`src/rtl/uart_de_pkg.sv`:
```
package uart_de_pkg;

    typedef enum logic [1:0] {
        ST_IDLE  = 2'd0,
        ST_LEAD  = 2'd1,
        ST_SHIFT = 2'd2,
        ST_LAG   = 2'd3
    } tx_state_t;

    localparam int WORD_MAX = 9;
    localparam int FRAME_W  = WORD_MAX + 2;

endpackage

```
`src/rtl/de_frame_build.sv`:
```
module de_frame_build
    import uart_de_pkg::*;
#(
    parameter int WORD_W = WORD_MAX,
    localparam int FW    = WORD_W + 2,
    localparam int IDX_W = $clog2(FW + 1)
) (
    input  logic [WORD_W-1:0] data,
    input  logic [1:0]        len_code,
    input  logic              par_on,
    input  logic              par_odd_sel,
    output logic [FW-1:0]     frame,
    output logic [IDX_W-1:0]  frame_bits
);
    int unsigned n_word;
    logic        par_bit;

    always_comb begin
        unique case (len_code)
            2'b01:   n_word = 9;
            2'b10:   n_word = 7;
            default: n_word = 8;
        endcase
        par_bit = par_odd_sel;
        for (int i = 0; i < WORD_W; i++) begin
            if (i + 1 < int'(n_word)) par_bit = par_bit ^ data[i];
        end
        frame    = '1;
        frame[0] = 1'b0;
        for (int i = 0; i < WORD_W; i++) begin
            if (i < int'(n_word)) begin
                if (par_on && (i == int'(n_word) - 1)) frame[i+1] = par_bit;
                else                                   frame[i+1] = data[i];
            end
        end
        frame_bits = IDX_W'(n_word + 2);
    end
endmodule

```
`src/rtl/de_tick_count.sv`:
```
module de_tick_count #(
    parameter int CW = 5
) (
    input  logic          clk,
    input  logic          rst_n,
    input  logic          clr,
    input  logic          inc,
    output logic [CW-1:0] count
);
    always_ff @(posedge clk or negedge rst_n) begin
        if (!rst_n)   count <= '0;
        else if (clr) count <= '0;
        else if (inc) count <= count + 1'b1;
    end
endmodule

```
`src/rtl/uart_de_tx.sv`:
```
module uart_de_tx
    import uart_de_pkg::*;
#(
    parameter int TIME_W = 5,
    parameter int OVS_HI = 16,
    parameter int OVS_LO = 8,
    localparam int CNT_W = (TIME_W > $clog2(OVS_HI)) ? TIME_W : $clog2(OVS_HI),
    localparam int IDX_W = $clog2(FRAME_W + 1)
) (
    input  logic                clk,
    input  logic                rst_n,
    input  logic                line_en,
    input  logic                smp_tick,
    input  logic [1:0]          word_len,
    input  logic                par_en,
    input  logic                par_odd,
    input  logic                ovs8,
    input  logic [TIME_W-1:0]   de_lead,
    input  logic [TIME_W-1:0]   de_lag,
    input  logic                wr_stb,
    input  logic [WORD_MAX-1:0] wr_data,
    output logic                tx_o,
    output logic                de_o,
    output logic                tx_empty,
    output logic                tx_done
);
    tx_state_t            state_q, state_d;
    logic [WORD_MAX-1:0]  hold_q;
    logic                 full_q;
    logic                 done_q;
    logic [FRAME_W-1:0]   shift_q;
    logic [IDX_W-1:0]     nbits_q;
    logic [IDX_W-1:0]     bit_idx_q;
    logic [CNT_W-1:0]     cnt;
    logic                 cnt_clr;
    logic                 load;
    logic                 advance;
    logic                 set_done;
    logic [FRAME_W-1:0]   frame_new;
    logic [IDX_W-1:0]     bits_new;

    logic [CNT_W-1:0] period_last;
    logic [CNT_W-1:0] lead_last;
    logic [CNT_W-1:0] lag_last;
    logic             lead_zero;
    logic             lag_zero;
    logic             bit_end;
    logic             last_bit;

    de_frame_build #(.WORD_W(WORD_MAX)) u_frame (
        .data        (hold_q),
        .len_code    (word_len),
        .par_on      (par_en),
        .par_odd_sel (par_odd),
        .frame       (frame_new),
        .frame_bits  (bits_new)
    );

    de_tick_count #(.CW(CNT_W)) u_cnt (
        .clk   (clk),
        .rst_n (rst_n),
        .clr   (cnt_clr || !line_en),
        .inc   (smp_tick),
        .count (cnt)
    );

    assign period_last = ovs8 ? CNT_W'(OVS_LO - 1) : CNT_W'(OVS_HI - 1);
    assign lead_last   = CNT_W'(de_lead) - 1'b1;
    assign lag_last    = CNT_W'(de_lag) - 1'b1;
    assign lead_zero   = (de_lead == '0);
    assign lag_zero    = (de_lag == '0);
    assign bit_end     = smp_tick && (cnt == period_last);
    assign last_bit    = (bit_idx_q == nbits_q - 1'b1);

    // next-state logic
    always_comb begin
        state_d  = state_q;
        cnt_clr  = 1'b0;
        load     = 1'b0;
        advance  = 1'b0;
        set_done = 1'b0;
        unique case (state_q)
            ST_IDLE: begin
                cnt_clr = 1'b1;
                if (full_q) begin
                    load    = 1'b1;
                    state_d = lead_zero ? ST_SHIFT : ST_LEAD;
                end
            end
            ST_LEAD: begin
                if (smp_tick && (cnt == lead_last)) begin
                    cnt_clr = 1'b1;
                    state_d = ST_SHIFT;
                end
            end
            ST_SHIFT: begin
                if (bit_end) begin
                    cnt_clr = 1'b1;
                    if (!last_bit) begin
                        advance = 1'b1;
                    end else if (!lag_zero) begin
                        state_d = ST_LAG;
                    end else if (full_q) begin
                        load    = 1'b1;
                        state_d = lead_zero ? ST_SHIFT : ST_LEAD;
                    end else begin
                        set_done = 1'b1;
                        state_d  = ST_IDLE;
                    end
                end
            end
            ST_LAG: begin
                if (smp_tick && (cnt == lag_last)) begin
                    cnt_clr = 1'b1;
                    if (full_q) begin
                        load    = 1'b1;
                        state_d = lead_zero ? ST_SHIFT : ST_LEAD;
                    end else begin
                        set_done = 1'b1;
                        state_d  = ST_IDLE;
                    end
                end
            end
            default: state_d = ST_IDLE;
        endcase
    end

    // state and datapath registers
    always_ff @(posedge clk or negedge rst_n) begin
        if (!rst_n) begin
            state_q   <= ST_IDLE;
            hold_q    <= '0;
            full_q    <= 1'b0;
            done_q    <= 1'b0;
            shift_q   <= '1;
            nbits_q   <= '0;
            bit_idx_q <= '0;
        end else if (!line_en) begin
            state_q   <= ST_IDLE;
            full_q    <= 1'b0;
            done_q    <= 1'b0;
            shift_q   <= '1;
            bit_idx_q <= '0;
        end else begin
            state_q <= state_d;
            if (wr_stb) begin
                hold_q <= wr_data;
                full_q <= 1'b1;
            end else if (load) begin
                full_q <= 1'b0;
            end
            if (wr_stb)        done_q <= 1'b0;
            else if (set_done) done_q <= 1'b1;
            if (load) begin
                shift_q   <= frame_new;
                nbits_q   <= bits_new;
                bit_idx_q <= '0;
            end else if (advance) begin
                shift_q   <= {1'b1, shift_q[FRAME_W-1:1]};
                bit_idx_q <= bit_idx_q + 1'b1;
            end
        end
    end

    // outputs
    always_comb begin
        tx_o     = (state_q == ST_SHIFT) ? shift_q[0] : 1'b1;
        de_o     = (state_q != ST_IDLE);
        tx_empty = line_en && !full_q;
        tx_done  = done_q;
    end
endmodule

```
`config.mk`:
```
export PLATFORM = sky130hd
export DESIGN_NAME = uart_de_tx
export DESIGN_NICKNAME = d
export VERILOG_FILES = /design/src/rtl/uart_de_pkg.sv /design/src/rtl/de_frame_build.sv /design/src/rtl/de_tick_count.sv /design/src/rtl/uart_de_tx.sv
export SDC_FILE = /design/constraint.sdc
export NUM_CORES = 1
export LEC_CHECK = 0
export BUFFER_PORTS_ARGS = -buffer_cell sky130_fd_sc_hd__buf_2
export CORE_UTILIZATION = 45
export DETAILED_ROUTE_END_ITERATION = 8
export PLACE_DENSITY_LB_ADDON = 0.3
export SYNTH_ARGS = -nofsm -noshare
export SYNTH_HDL_FRONTEND = slang
export SYNTH_SLANG_ARGS = --single-unit
```
`constraint.sdc`:
```
create_clock -name clk -period 2.43 [get_ports clk]
set_input_delay 0.729 -clock clk [delete_from_list [all_inputs] [get_ports clk]]
set_output_delay 0.729 -clock clk [all_outputs]
set_load 0.02 [all_outputs]
```
* Yosys cells after proc, flatten, opt, wreduce, memory -nomap -nowiden
Cells that the tools add are included.
** Cells by class
- Magnitude comparators :: 10
- Multiplexer cells :: 73
- Add/subtract/negate cells :: 7
- Equal/unequal tests :: 25
- Reductions and logical operators :: 25
- Bitwise gates (word level) :: 9
** Operator list (count)
- $eq A4 B32 Y1 const A :: 4
- $eq A3 B32 Y1 const A :: 2
- $mux W1 :: 50
- $mux W11 :: 3
- $eq A2 B32 Y1 const A :: 1
- $eq A5 B32 Y1 const A :: 1
- $logic_not A32 Y1 :: 1
- $mux W2 :: 9
- $lt A3 B4 Y1 const A :: 4
- $mux W4 :: 4
- $ne A3 B3 Y1 const B :: 5
- $logic_and A1 B1 Y1 :: 13
- $eq A5 B5 Y1 :: 2
- $logic_not A5 Y1 :: 2
- $mux W5 :: 2
- $sub A5 B1 Y5 const B :: 2
- $ne A3 B1 Y1 const B :: 3
- $xor A1 B1 Y1 :: 9
- $lt A1 B4 Y1 const A :: 2
- $lt A2 B4 Y1 const A :: 2
- $lt A4 B4 Y1 const A :: 2
- $pmux W2 S4 :: 1
- $pmux W4 S2 :: 1
- $eq A2 B2 Y1 const B :: 3
- 17 further kinds :: 21
** Word-level totals
- Output and inout port bits :: 4
- Register bits :: 37
- Word-level logic and storage cells :: 157

* Logic depth before layout (Yosys ltp)
Gate-level depths: netlist of run 1.
- Depth in word-level cells :: 24
- Mapped depth :: 10

* Cells and area by module
A second synthesis of run 1 with hierarchy kept.
** Second synthesis, totals
- Cells, all modules :: 280
- Area, all modules :: 2740.1 um^2
** By module, submodules not included
- uart_de_tx :: sequential area each 814.5 um^2, cells an instance 213, area each 2160.8 um^2, instances 1
- de_frame_build :: sequential area each 0.0 um^2, cells an instance 45, area each 326.6 um^2, instances 1
- de_tick_count :: sequential area each 125.1 um^2, cells an instance 22, area each 252.7 um^2, instances 1

* Worst setup path after synthesis of run 1
Ideal clock, no wire load.
- Path kind :: input to register
- From :: input port word_len[0]
- To :: register shift_q[2]
- Data required time :: 2.370 ns
- Path slack :: -0.091 ns
- Stages on the path :: 10
- Data arrival time :: 2.460 ns
- Buffers on the path :: 1
- Library setup time :: 0.060 ns
- Cell sequence :: inv_1 ha_1 clkbuf_2 a21boi_0 xnor2_1 xnor3_1 xnor2_1 mux2i_1 mux2_2 nand2_1
** On the way
- Longest elaborated chain between the ends :: 24
- Elaborated cells between the ends (all ways) :: 36
- Classes of those cells :: add/sub (1); order compare (9); eq/ne (3); mux (14); bitwise (8); reduce/logical (1)
** RTL lines
- from (decl) :: RTL line uart_de_tx.sv:14 : input logic [1:0] word_len,
- $eq A2 B2 Y1 or $eq A2 B1 Y1 (tied branches) :: RTL line de_frame_build.sv:19 : unique case (len_code)
- $pmux W4 S2 * :: RTL line de_frame_build.sv:19
- $lt A1 B4 Y1 :: RTL line de_frame_build.sv:26, de_frame_build.sv:31
- $mux W1 :: RTL line de_frame_build.sv:26 : if (i + 1 < int'(n_word)) par_bit = par_bit ^ data[i];
- $xor A1 B1 Y1 :: RTL line de_frame_build.sv:26
- $mux W1 :: RTL line de_frame_build.sv:26
- $xor A1 B1 Y1 :: RTL line de_frame_build.sv:26
- $mux W1 :: RTL line de_frame_build.sv:26
- [8 not listed]
- $xor A1 B1 Y1 :: RTL line de_frame_build.sv:26
- $mux W1 :: RTL line de_frame_build.sv:26
- $xor A1 B1 Y1 :: RTL line de_frame_build.sv:26
- $mux W1 :: RTL line de_frame_build.sv:26
- $mux W1 :: RTL line de_frame_build.sv:32 : if (par_on && (i == int'(n_word) - 1)) frame[i+1] = par_bit;
- $mux W1 * :: RTL line de_frame_build.sv:31 : if (i < int'(n_word)) begin
- $mux W11 * :: RTL line uart_de_tx.sv:154 : if (load) begin
- $mux W11 * :: RTL line uart_de_tx.sv:138 : end else if (!line_en) begin
- to (signal assigned) :: RTL line uart_de_tx.sv:155 : shift_q <= frame_new;
- to (signal assigned) :: RTL line uart_de_tx.sv:159 : shift_q <= {1'b1, shift_q[FRAME_W-1:1]};
- to (decl) :: RTL line uart_de_tx.sv:31 : logic [FRAME_W-1:0] shift_q;
Every way passes the cells marked *; elsewhere a longest branch is shown, timed or not.
A chain may end at the register's enable or synchronous reset.

* Final worst setup path of run 1
- From :: input port de_lag[0]
- To :: register shift_q[7]
** On the way
- Longest elaborated chain between the ends :: 7
- Elaborated cells between the ends (all ways) :: 12
- Classes of those cells :: add/sub (1); eq/ne (2); mux (7); reduce/logical (2)
** RTL lines
- from (decl) :: RTL line uart_de_tx.sv:19 : input logic [TIME_W-1:0] de_lag,
- $sub A5 B1 Y5 or $logic_not A5 Y1 (tied branches) :: RTL line uart_de_tx.sv:69, uart_de_tx.sv:71
- $eq A5 B5 Y1 or $mux W1 (tied branches) :: RTL line uart_de_tx.sv:113, uart_de_tx.sv:101
- $logic_and A1 B1 Y1 or $mux W1 (tied branches) :: RTL line uart_de_tx.sv:113, uart_de_tx.sv:99
- $mux W1 (on tied branches) :: RTL line uart_de_tx.sv:113, uart_de_tx.sv:97
- $pmux W1 S3 * :: RTL line uart_de_tx.sv:82 : unique case (state_q)
- $mux W11 :: RTL line uart_de_tx.sv:154
- $mux W11 :: RTL line uart_de_tx.sv:138
Marked as above.

==> flow_summary.yaml, run 1 <==
critical_path:
  crit_path_start_kind: "input pin"
  cp.required_ps: 2640
  critPathTopFamily: "simple AND/OR/NAND/NOR gates"
  crit_arrival_ps: 2530
  ff2ff_setup_slack_ps: 160
  crit_path_end_kind: "register"
  reg2reg_to: "nbits_q[3]"
  worstSetupPathType: "in -> reg"
  cp-startpoint: "de_lag[0]"
  crit_chain: "buf_2 > inv_1 > ha_2 > xor2_1 > or3_1 > nand3_1 > and3_4 > o31ai_4 > buf_4 > mux2i_1 > nand2_1"
  path_max_fanout: 8
  r2r-start: "nbits_q[0]"
  r2r_cells: 9
  crit_slowest_cell: "o31ai_4"
  cp_num_buf_inv: 3
  max_stage_delay_ps: 370
die:
  coreArea_um2: 5140
  die_width_um: 75.2
  die_y_um: 75.2
  die_area_um2: 5650
  start_util_pct: 46.9
  ios: 33
  rows: 26
grt:
  grt-ovfl-total: 0
  track_usage_pct: 19.7
  grt_pass1_vias: 1790
  grt_max_degree: 36
  antenna_found_initial: 0
  grt_pass1_wl_um: 8410
cts:
  cts.sink_count: 35
  clk_latency_ps: 280
  cts_tree: "done"
  cts.clk_slew.worst_paths_ps: 70
  cts-resized-gates: 0
  cts_hold_buf: 0
  cts_root_buf: "clkbuf_8"
  numCtsBuffers: 5
  htreeDepth: 2
  cts.path.max_buffers: 2
  post_cts_buffers: 0
sta:
  skew_ps: 8.14
  slew_headroom_pct: 49.5
  grt_setup_unrepaired: "false"
  setup_viol: 0
  fin_tns_setup_ps: 0
  tightest_slew_ps: 758
  fmax_mhz: 431
  min_period_over_period_pct: 95.6
  finalCriticalPeriod_ps: 2320
  slew_violations: 0
  hold_viol: 0
finish:
  areaGrowthSynthToFinish_pct: 19.3
  final_cell_mix: "buf_2 (32), dfrtp_1 (25), nor2_1 (22), buf_4 (22), xnor2_1 (21)"
  antennaDiodeCount: 0
  final_common_cell: "buf_2"
  fillers: 460
  fin_cells: 368
  drive_gt1_share_pct: 33.6
  nets: 335
drt:
  drt-total-wl_um: 4940
  routedWlPerCell_um: 13.4
  drt-initial-drc-count: 86
  vias_per_cell: 5.16
  drt-pass1-iter-count: 4
  ant_nets: 0
  via_count: 1899
  post-route-drc-count: 0
job:
  max-cap-violations: 0
run_status:
  status: "completed"
placement:
  io_buffers: 32
  globalplace.congestion: 0.853
  dp_cells: 360
  dp_hpwl_um: 3820
yosys:
  synthTopCellsByArea: "dfrtp_1 (26%), dfstp_2 (11%), xnor2_1 (8.0%), mux2i_1 (7.1%), mux2_2 (5.6%)"
  avgSynthCellArea_um2: 9.72
  ys_types: 48
  synthFlopType: "dfrtp_1"
  seq_area_frac_synth_pct: 36.9
  ys_warn_count: 0
  synth_top_area_cell: "dfrtp_1"
  synth_area_um2: 2410
  synth_cells: 248
  synth_edf_count: 0
  synth_nets: 286
  synth_top_area_share_pct: 26.0
  synth-seq-cells: 35
  postSynth.asyncResetShare_pct: 100
power:
  p_per_area_nw_per_um2: 702
  power.leakage_nw: 1.35
  ir_drop_uv: 629
worst_hold_path:
  min_path_type: "in -> async"
[registers in the layout (all words and copies together), names as in the netlist]
name         flops
hold_q           9
bit_idx_q        4
u_cnt.count      5
state_q          2
nbits_q          3
full_q           1
tx_done          1
shift_q         10
[report_power, final]
group,switching [mW],total (mW),internal (mW)
Clock,0.200,0.429,0.229
Combinational,0.424,0.808,0.384
Sequential,0.0927,0.783,0.690
[logic make-up after synthesis]
| logic type | Yosys count | synth area share, % |
|---|---|---|
| and+or+nand+nor | 81 | 17.4 |
| AOI/OAI and AO/OA | 32 | 9.40 |
| muxes | 30 | 13.3 |
| adders and majority gates | 9 | 4.67 |
| buffers and inverters | 27 | 5.40 |
| DFF | 35 | 36.9 |
| xor gates and xnor gates | 34 | 12.9 |
[layer usage]
metal / share of wire (%) / routed length [um] / vias up / track usage [%]
met3: 3.8 / 190 / 4 / 3.88
met5: 0 / 0 / - / 0
met1: 49 / 2400 / 909 / 28.5
met4: 0.75 / 37 / 0 / 4.12
met2: 47 / 2310 / 37 / 30.6
li1: - / - / 949 / -
[worst max-delay path by stage]
| stage | slack, ps | cells past startpoint | endpoint |
|---|---|---|---|
| finish | 110 | 11 | shift_q[7] |
| global route | 3 | 11 | shift_q[7] |
| CTS | 70 | 9 | nbits_q[3] |
| detailed placement | -190 | 11 | shift_q[7] |
| global placement | -140 | 9 | tx_done |
| floorplan | 0.6 | 10 | shift_q[2] |
[stage by stage]
step                      util, %  setup WS (ps)  instance area (um^2)  hold slack (ps)  total power [mW]
after floorplan                 -          0.552                  2420              433              1.37
after global placement       53.7           -136                  2760              506              1.56
after detailed placement     53.7           -187                  2760              514              1.58
after CTS                    55.5           67.8                  2850              531              2.01
after global routing         55.9           3.08                  2880              577              2.16
final                        55.9            108                  2880              514              2.02
[Yosys cell counts (all sizes together) (5+ instances only)]
master / instances
inv: 15
mux2: 13
dfrtp: 25
nand3: 11
nor2: 23
xor2: 11
nand2: 18
nor3: 7
buf: 8
mux2i: 17
dfstp: 10
xnor2: 22
and3: 5
a21oi: 13
ha: 9
[layout make-up]
type	instances	area [um^2]	area share [%]
multi-input combinational	186	1430	49.6
inverter	15	56.3	1.96
tap	70	87.6	3.05
clock inverter	1	5.00	0.174
timing repair buffer	54	325	11.3
sequential	35	888	30.9
clock buffer	7	86.3	3.00
[worst register-to-register path: cells and delay by family, from the launching register on]
| kind | cells | cell delay [ps] |
|---|---|---|
| AOI/OAI and AO/OA | 1 | 140 |
| adders and majority gates | 1 | 210 |
| buffers and inverters | 1 | 70 |
| DFF | 1 | 360 |
| muxes | 2 | 520 |
| and+or+nand+nor | 4 | 860 |
Power figures use the tool's default switching activity.
==> run 2, diff against run 1 <==
--- a/config.mk
+++ b/config.mk
@@ -8,7 +8,6 @@
 export BUFFER_PORTS_ARGS = -buffer_cell sky130_fd_sc_hd__buf_2
 export CORE_UTILIZATION = 45
 export DETAILED_ROUTE_END_ITERATION = 8
-export PLACE_DENSITY_LB_ADDON = 0.3
 export SYNTH_ARGS = -nofsm -noshare
 export SYNTH_HDL_FRONTEND = slang
 export SYNTH_SLANG_ARGS = --single-unit
==> run 2 against run 1 <==
- die area unchanged
- non-clock buffer count did not move
- sequential power hardly changed
- highest routed layer unchanged
- wire length is 3.7% lower
- clock skew shrank 3.5 ps
- setup slack improved by 28 ps
- hold slack hardly changed
==> flow_summary.yaml, run 2 (same netlist as run 1, synthesis figures left out) <==
power:
  switching_power_uw: 708
  seq_power_share_pct: 38.4
  p_per_area_nw_per_um2: 708
  ir_drop_uv: 432
  p_int_mw: 1.34
  power.leakage_nw: 1.35
  p_comb_share_pct: 39.1
  finalPower_mw: 2.04
  p_clk_share_pct: 22.5
  switching_share_pct: 34.7
placement:
  post-place-ws_ps: -200
  globalplace.congestion: 0.801
  io_buffers: 32
  dp_cells: 360
  dp_hpwl_um: 3700
sta:
  skew_ps: 4.65
  fmax_mhz: 436
  hold_ws_ps: 514
  tightest_slew_ps: 764
  slew_violations: 0
  slew_headroom_pct: 49.1
  fin_tns_setup_ps: 0
  grt_setup_unrepaired: "false"
  min_period_over_period_pct: 94.4
  setup_viol: 0
  fin_ws_ps: 135
  hold_viol: 0
  finalCriticalPeriod_ps: 2290
drt:
  drt-initial-drc-count: 72
  drt-total-wl_um: 4760
  routedWlPerCell_um: 12.9
  post-route-drc-count: 0
  vias_per_cell: 4.96
  via_count: 1826
  drt-pass1-iter-count: 4
  ant_nets: 0
worst_hold_path:
  min_path_type: "in -> async"
finish:
  multi_input_area_um2: 1430
  antennaDiodeCount: 0
  fin_cells: 368
  largest_reg_flops: 10
  fillers: 509
  areaGrowthSynthToFinish_pct: 19.7
  final_common_cell: "buf_2"
  drive_gt1_share_pct: 33.2
  final_cell_mix: "buf_2 (32), dfrtp_1 (25), nor2_1 (22), buf_4 (22), xnor2_1 (21)"
  nets: 335
  final-seq-area_um2: 888
  reg_top3: "shift_q x10, hold_q x9, u_cnt.count x5"
  largest-register: "shift_q"
run_status:
  status: "completed"
grt:
  grt_pass1_wl_um: 7740
  grt_pass1_vias: 1621
  track_usage_pct: 18.4
  grt_max_degree: 36
  antenna_found_initial: 0
  grt-ovfl-total: 0
critical_path:
  worstSetupPathType: "in -> reg"
  cp_num_buf_inv: 2
  crit_path_start_kind: "input pin"
  path_max_fanout: 3
  cp.required_ps: 2610
  crit_arrival_ps: 2480
  crit_slowest_cell: "nor3_1"
  crit_chain: "buf_2 > inv_1 > ha_2 > xnor2_1 > nor3_1 > and3_4 > nor2_1 > or3_1 > a211oi_1"
  max_stage_delay_ps: 320
  crit_path_end_kind: "register"
  critPathTopFamily: "simple AND/OR/NAND/NOR gates"
cts:
  cts_root_buf: "clkbuf_8"
  cts_hold_buf: 0
  cts.path.max_buffers: 2
  htreeDepth: 2
  clk_latency_ps: 280
  numCtsBuffers: 5
  cts.sink_count: 35
  post_cts_buffers: 0
  cts.clk_slew.worst_paths_ps: 70
  cts_tree: "done"
die:
  ios: 33
  start_util_pct: 46.9
  die_width_um: 75.2
  die_y_um: 75.2
  coreArea_um2: 5140
  rows: 26
  die_area_um2: 5650
job:
  max-cap-violations: 0
run 2: final cells by class:
| cell class | instances | share of cell area [%] |
|---|---|---|
| Tap cell | 70 | 3.04 |
| Clock buffer | 8 | 3.47 |
| Sequential cell | 35 | 30.8 |
| Multi-Input combinational cell | 186 | 49.5 |
| Inverter | 15 | 1.95 |
| Timing Repair Buffer | 54 | 11.3 |
run 2: power by group through the flow:
| stage | Clock (mW) | Combinational (mW) | Sequential [mW] |
|---|---|---|---|
| global route | 0.506 | 0.881 | 0.801 |
| CTS | 0.476 | 0.793 | 0.781 |
| global placement | 0 | 0.784 | 0.790 |
| floorplan | 0 | 0.634 | 0.740 |
| detailed placement | 0 | 0.791 | 0.791 |
| finish | 0.460 | 0.799 | 0.784 |
run 2: per-layer routing:
layer,track usage [%],share of wire [%]
met1,26.9,52
met4,5.56,0.76
met5,0,0
met2,27.7,45
met3,3.61,2.4
run 2: final timing paths:
kind	endpoint	start	slack (ps)	cells after the start
max reg2reg	tx_done	nbits_q[0]	210	9
min in group clk	shift_q[9]	shift_q[9]	540	2
max in group asynchronous	u_cnt.count[0]	rst_n	1420	1
min reg2reg	shift_q[9]	shift_q[9]	540	2
max	tx_done	de_lag[0]	140	9
min	bit_idx_q[2]	rst_n	510	1
run 2: repair_timing:
action                                  CTS  global route
endpoints found under the setup margin    0            13
gates resized for setup                   0             5
hold endpoints to repair                  0             0
run 2: per-stage QoR:
stage	utilization [%]	instance area, um^2
after floorplan	-	2420
after CTS	55.6	2860
final	56.1	2890
after detailed placement	53.7	2760
after global routing	56.1	2890
after global placement	53.7	2760
==> run 3, diff against run 2 <==
--- a/config.mk
+++ b/config.mk
@@ -6,8 +6,10 @@
 export NUM_CORES = 1
 export LEC_CHECK = 0
 export BUFFER_PORTS_ARGS = -buffer_cell sky130_fd_sc_hd__buf_2
+export CORE_MARGIN = 5
 export CORE_UTILIZATION = 45
 export DETAILED_ROUTE_END_ITERATION = 8
+export REMOVE_ABC_BUFFERS = 1
 export SYNTH_ARGS = -nofsm -noshare
 export SYNTH_HDL_FRONTEND = slang
 export SYNTH_SLANG_ARGS = --single-unit
==> run 3 against run 2 <==
- via count increased by 3.5%
- critical path depth increased by 2
- largest cell class unchanged
- combinational power increased by 2%
- largest power group unchanged
- wire length increased by 4.5%
- critical path type unchanged
- sequential power about the same
==> flow_summary.yaml, run 3 (same netlist as run 1, synthesis figures left out) <==
critical_path:
  r2r-start: "nbits_q[0]"
  critPathCapture: "shift_q[7]"
  ff2ff_setup_slack_ps: 230
  cp-startpoint: "de_lag[0]"
  crit_path_start_kind: "input pin"
  cp.required_ps: 2640
  reg2reg_to: "nbits_q[3]"
  r2r_cells: 9
  path_max_fanout: 7
  crit_path_end_kind: "register"
  worstSetupPathType: "in -> reg"
  crit_arrival_ps: 2510
grt:
  grt_pass1_vias: 1892
  antenna_found_initial: 0
  grt-ovfl-total: 0
  grt_max_degree: 36
  track_usage_pct: 15.1
  grt_pass1_wl_um: 8690
drt:
  ant_nets: 0
  drt-pass1-iter-count: 4
  routedWlPerCell_um: 13.5
  post-route-drc-count: 0
  via_count: 1890
  drt-total-wl_um: 4970
  vias_per_cell: 5.12
  drt-initial-drc-count: 72
cts:
  clk_latency_ps: 290
  cts.sink_count: 35
  htreeDepth: 2
  cts_tree: "done"
  cts_root_buf: "clkbuf_8"
  cts.path.max_buffers: 2
  cts.clk_slew.worst_paths_ps: 70
  cts_hold_buf: 0
  numCtsBuffers: 5
placement:
  io_buffers: 32
  dp_hpwl_um: 3850
  dp_cells: 360
  globalplace.congestion: 0.777
  post-place-ws_ps: -205
sta:
  slew_headroom_pct: 48.0
  hold_ws_ps: 510
  slew_violations: 0
  hold_viol: 0
  fin_tns_setup_ps: 0
  grt_setup_unrepaired: "true"
  skew_ps: 8.31
  fmax_mhz: 436
  setup_viol: 0
  tightest_slew_ps: 780
  min_period_over_period_pct: 94.3
  finalCriticalPeriod_ps: 2290
  fin_ws_ps: 138
finish:
  antennaDiodeCount: 0
  largest_reg_flops: 10
  reg_top3: "shift_q x10, hold_q x9, u_cnt.count x5"
  final_cell_mix: "buf_2 (32), dfrtp_1 (25), buf_4 (23)"
  nets: 336
  areaGrowthSynthToFinish_pct: 19.2
  drive_gt1_share_pct: 32.1
  fillers: 499
  final_common_cell: "buf_2"
  largest-register: "shift_q"
  fin_cells: 369
die:
  coreArea_um2: 5140
  die_width_um: 83.2
  die_area_um2: 6920
  start_util_pct: 46.9
  rows: 26
  die_y_um: 83.2
  ios: 33
job:
  max-cap-violations: 0
power:
  ir_drop_uv: 420
  p_per_area_nw_per_um2: 701
  switching_power_uw: 725
  seq_power_share_pct: 39.1
  power.leakage_nw: 1.34
  p_comb_share_pct: 40.6
  p_int_mw: 1.29
  finalPower_mw: 2.01
  switching_share_pct: 36.0
  p_clk_share_pct: 20.3
run_status:
  status: "completed"
worst_hold_path:
  min_path_type: "in -> async"
-- run 3: power groups by stage --
stage	logic [mW]	registers (mW)	clock network, mW
floorplan	0.556	0.768	0
global placement	0.783	0.794	0
detailed placement	0.788	0.795	0
CTS	0.793	0.784	0.420
global route	0.916	0.800	0.446
finish	0.817	0.786	0.409
-- run 3: critical path, cell delays in order --
cell	delay, ps
buf_2	100
inv_1	40
ha_1	230
xor2_1	140
or3_1	110
nand3_1	90
and3_4	200
o31ai_4	380
buf_4	240
mux2i_1	180
nand2_1	70
-- run 3: worst min-delay path by stage --
stage,cells past startpoint,slack (ps),end
2_1_floorplan,0,430,bit_idx_q[0]
3_3_place_gp,2,520,tx_done
3_5_place_dp,2,520,tx_done
4_1_cts,2,530,tx_done
5_1_grt,2,550,tx_done
6_report,1,510,bit_idx_q[0]
-- run 3: timing repair --
| action | CTS | global route |
|---|---|---|
| resized for setup | 0 | 7 |
| buffers inserted | 0 | 1 |
| endpoints found under the setup margin | 0 | 12 |
-- run 3: per-layer routing --
layer,share of wire [%],track usage [%],vias up
met2,47,24.0,41
met5,0,0,-
met3,4.9,3.47,6
li1,-,-,953
met4,0.99,4.01,0
met1,47,20.7,890
-- run 3: final cells by class --
| class | count | area (um^2) | share of cell area [%] |
|---|---|---|---|
| multi-input combinational | 186 | 1430 | 49.7 |
| sequential | 35 | 888 | 30.9 |
| timing repair buffer | 55 | 333 | 11.6 |
| tap | 70 | 87.6 | 3.05 |
| clock buffer | 8 | 80.1 | 2.79 |
| inverter | 15 | 56.3 | 1.96 |
-- run 3: metrics by stage --
step / cell area, um^2 / util [%]
CTS: 2830 / 55.0
detailed placement: 2750 / 53.5
floorplan: 2340 / -
global placement: 2750 / 53.5
finish: 2870 / 55.9
global route: 2870 / 55.9
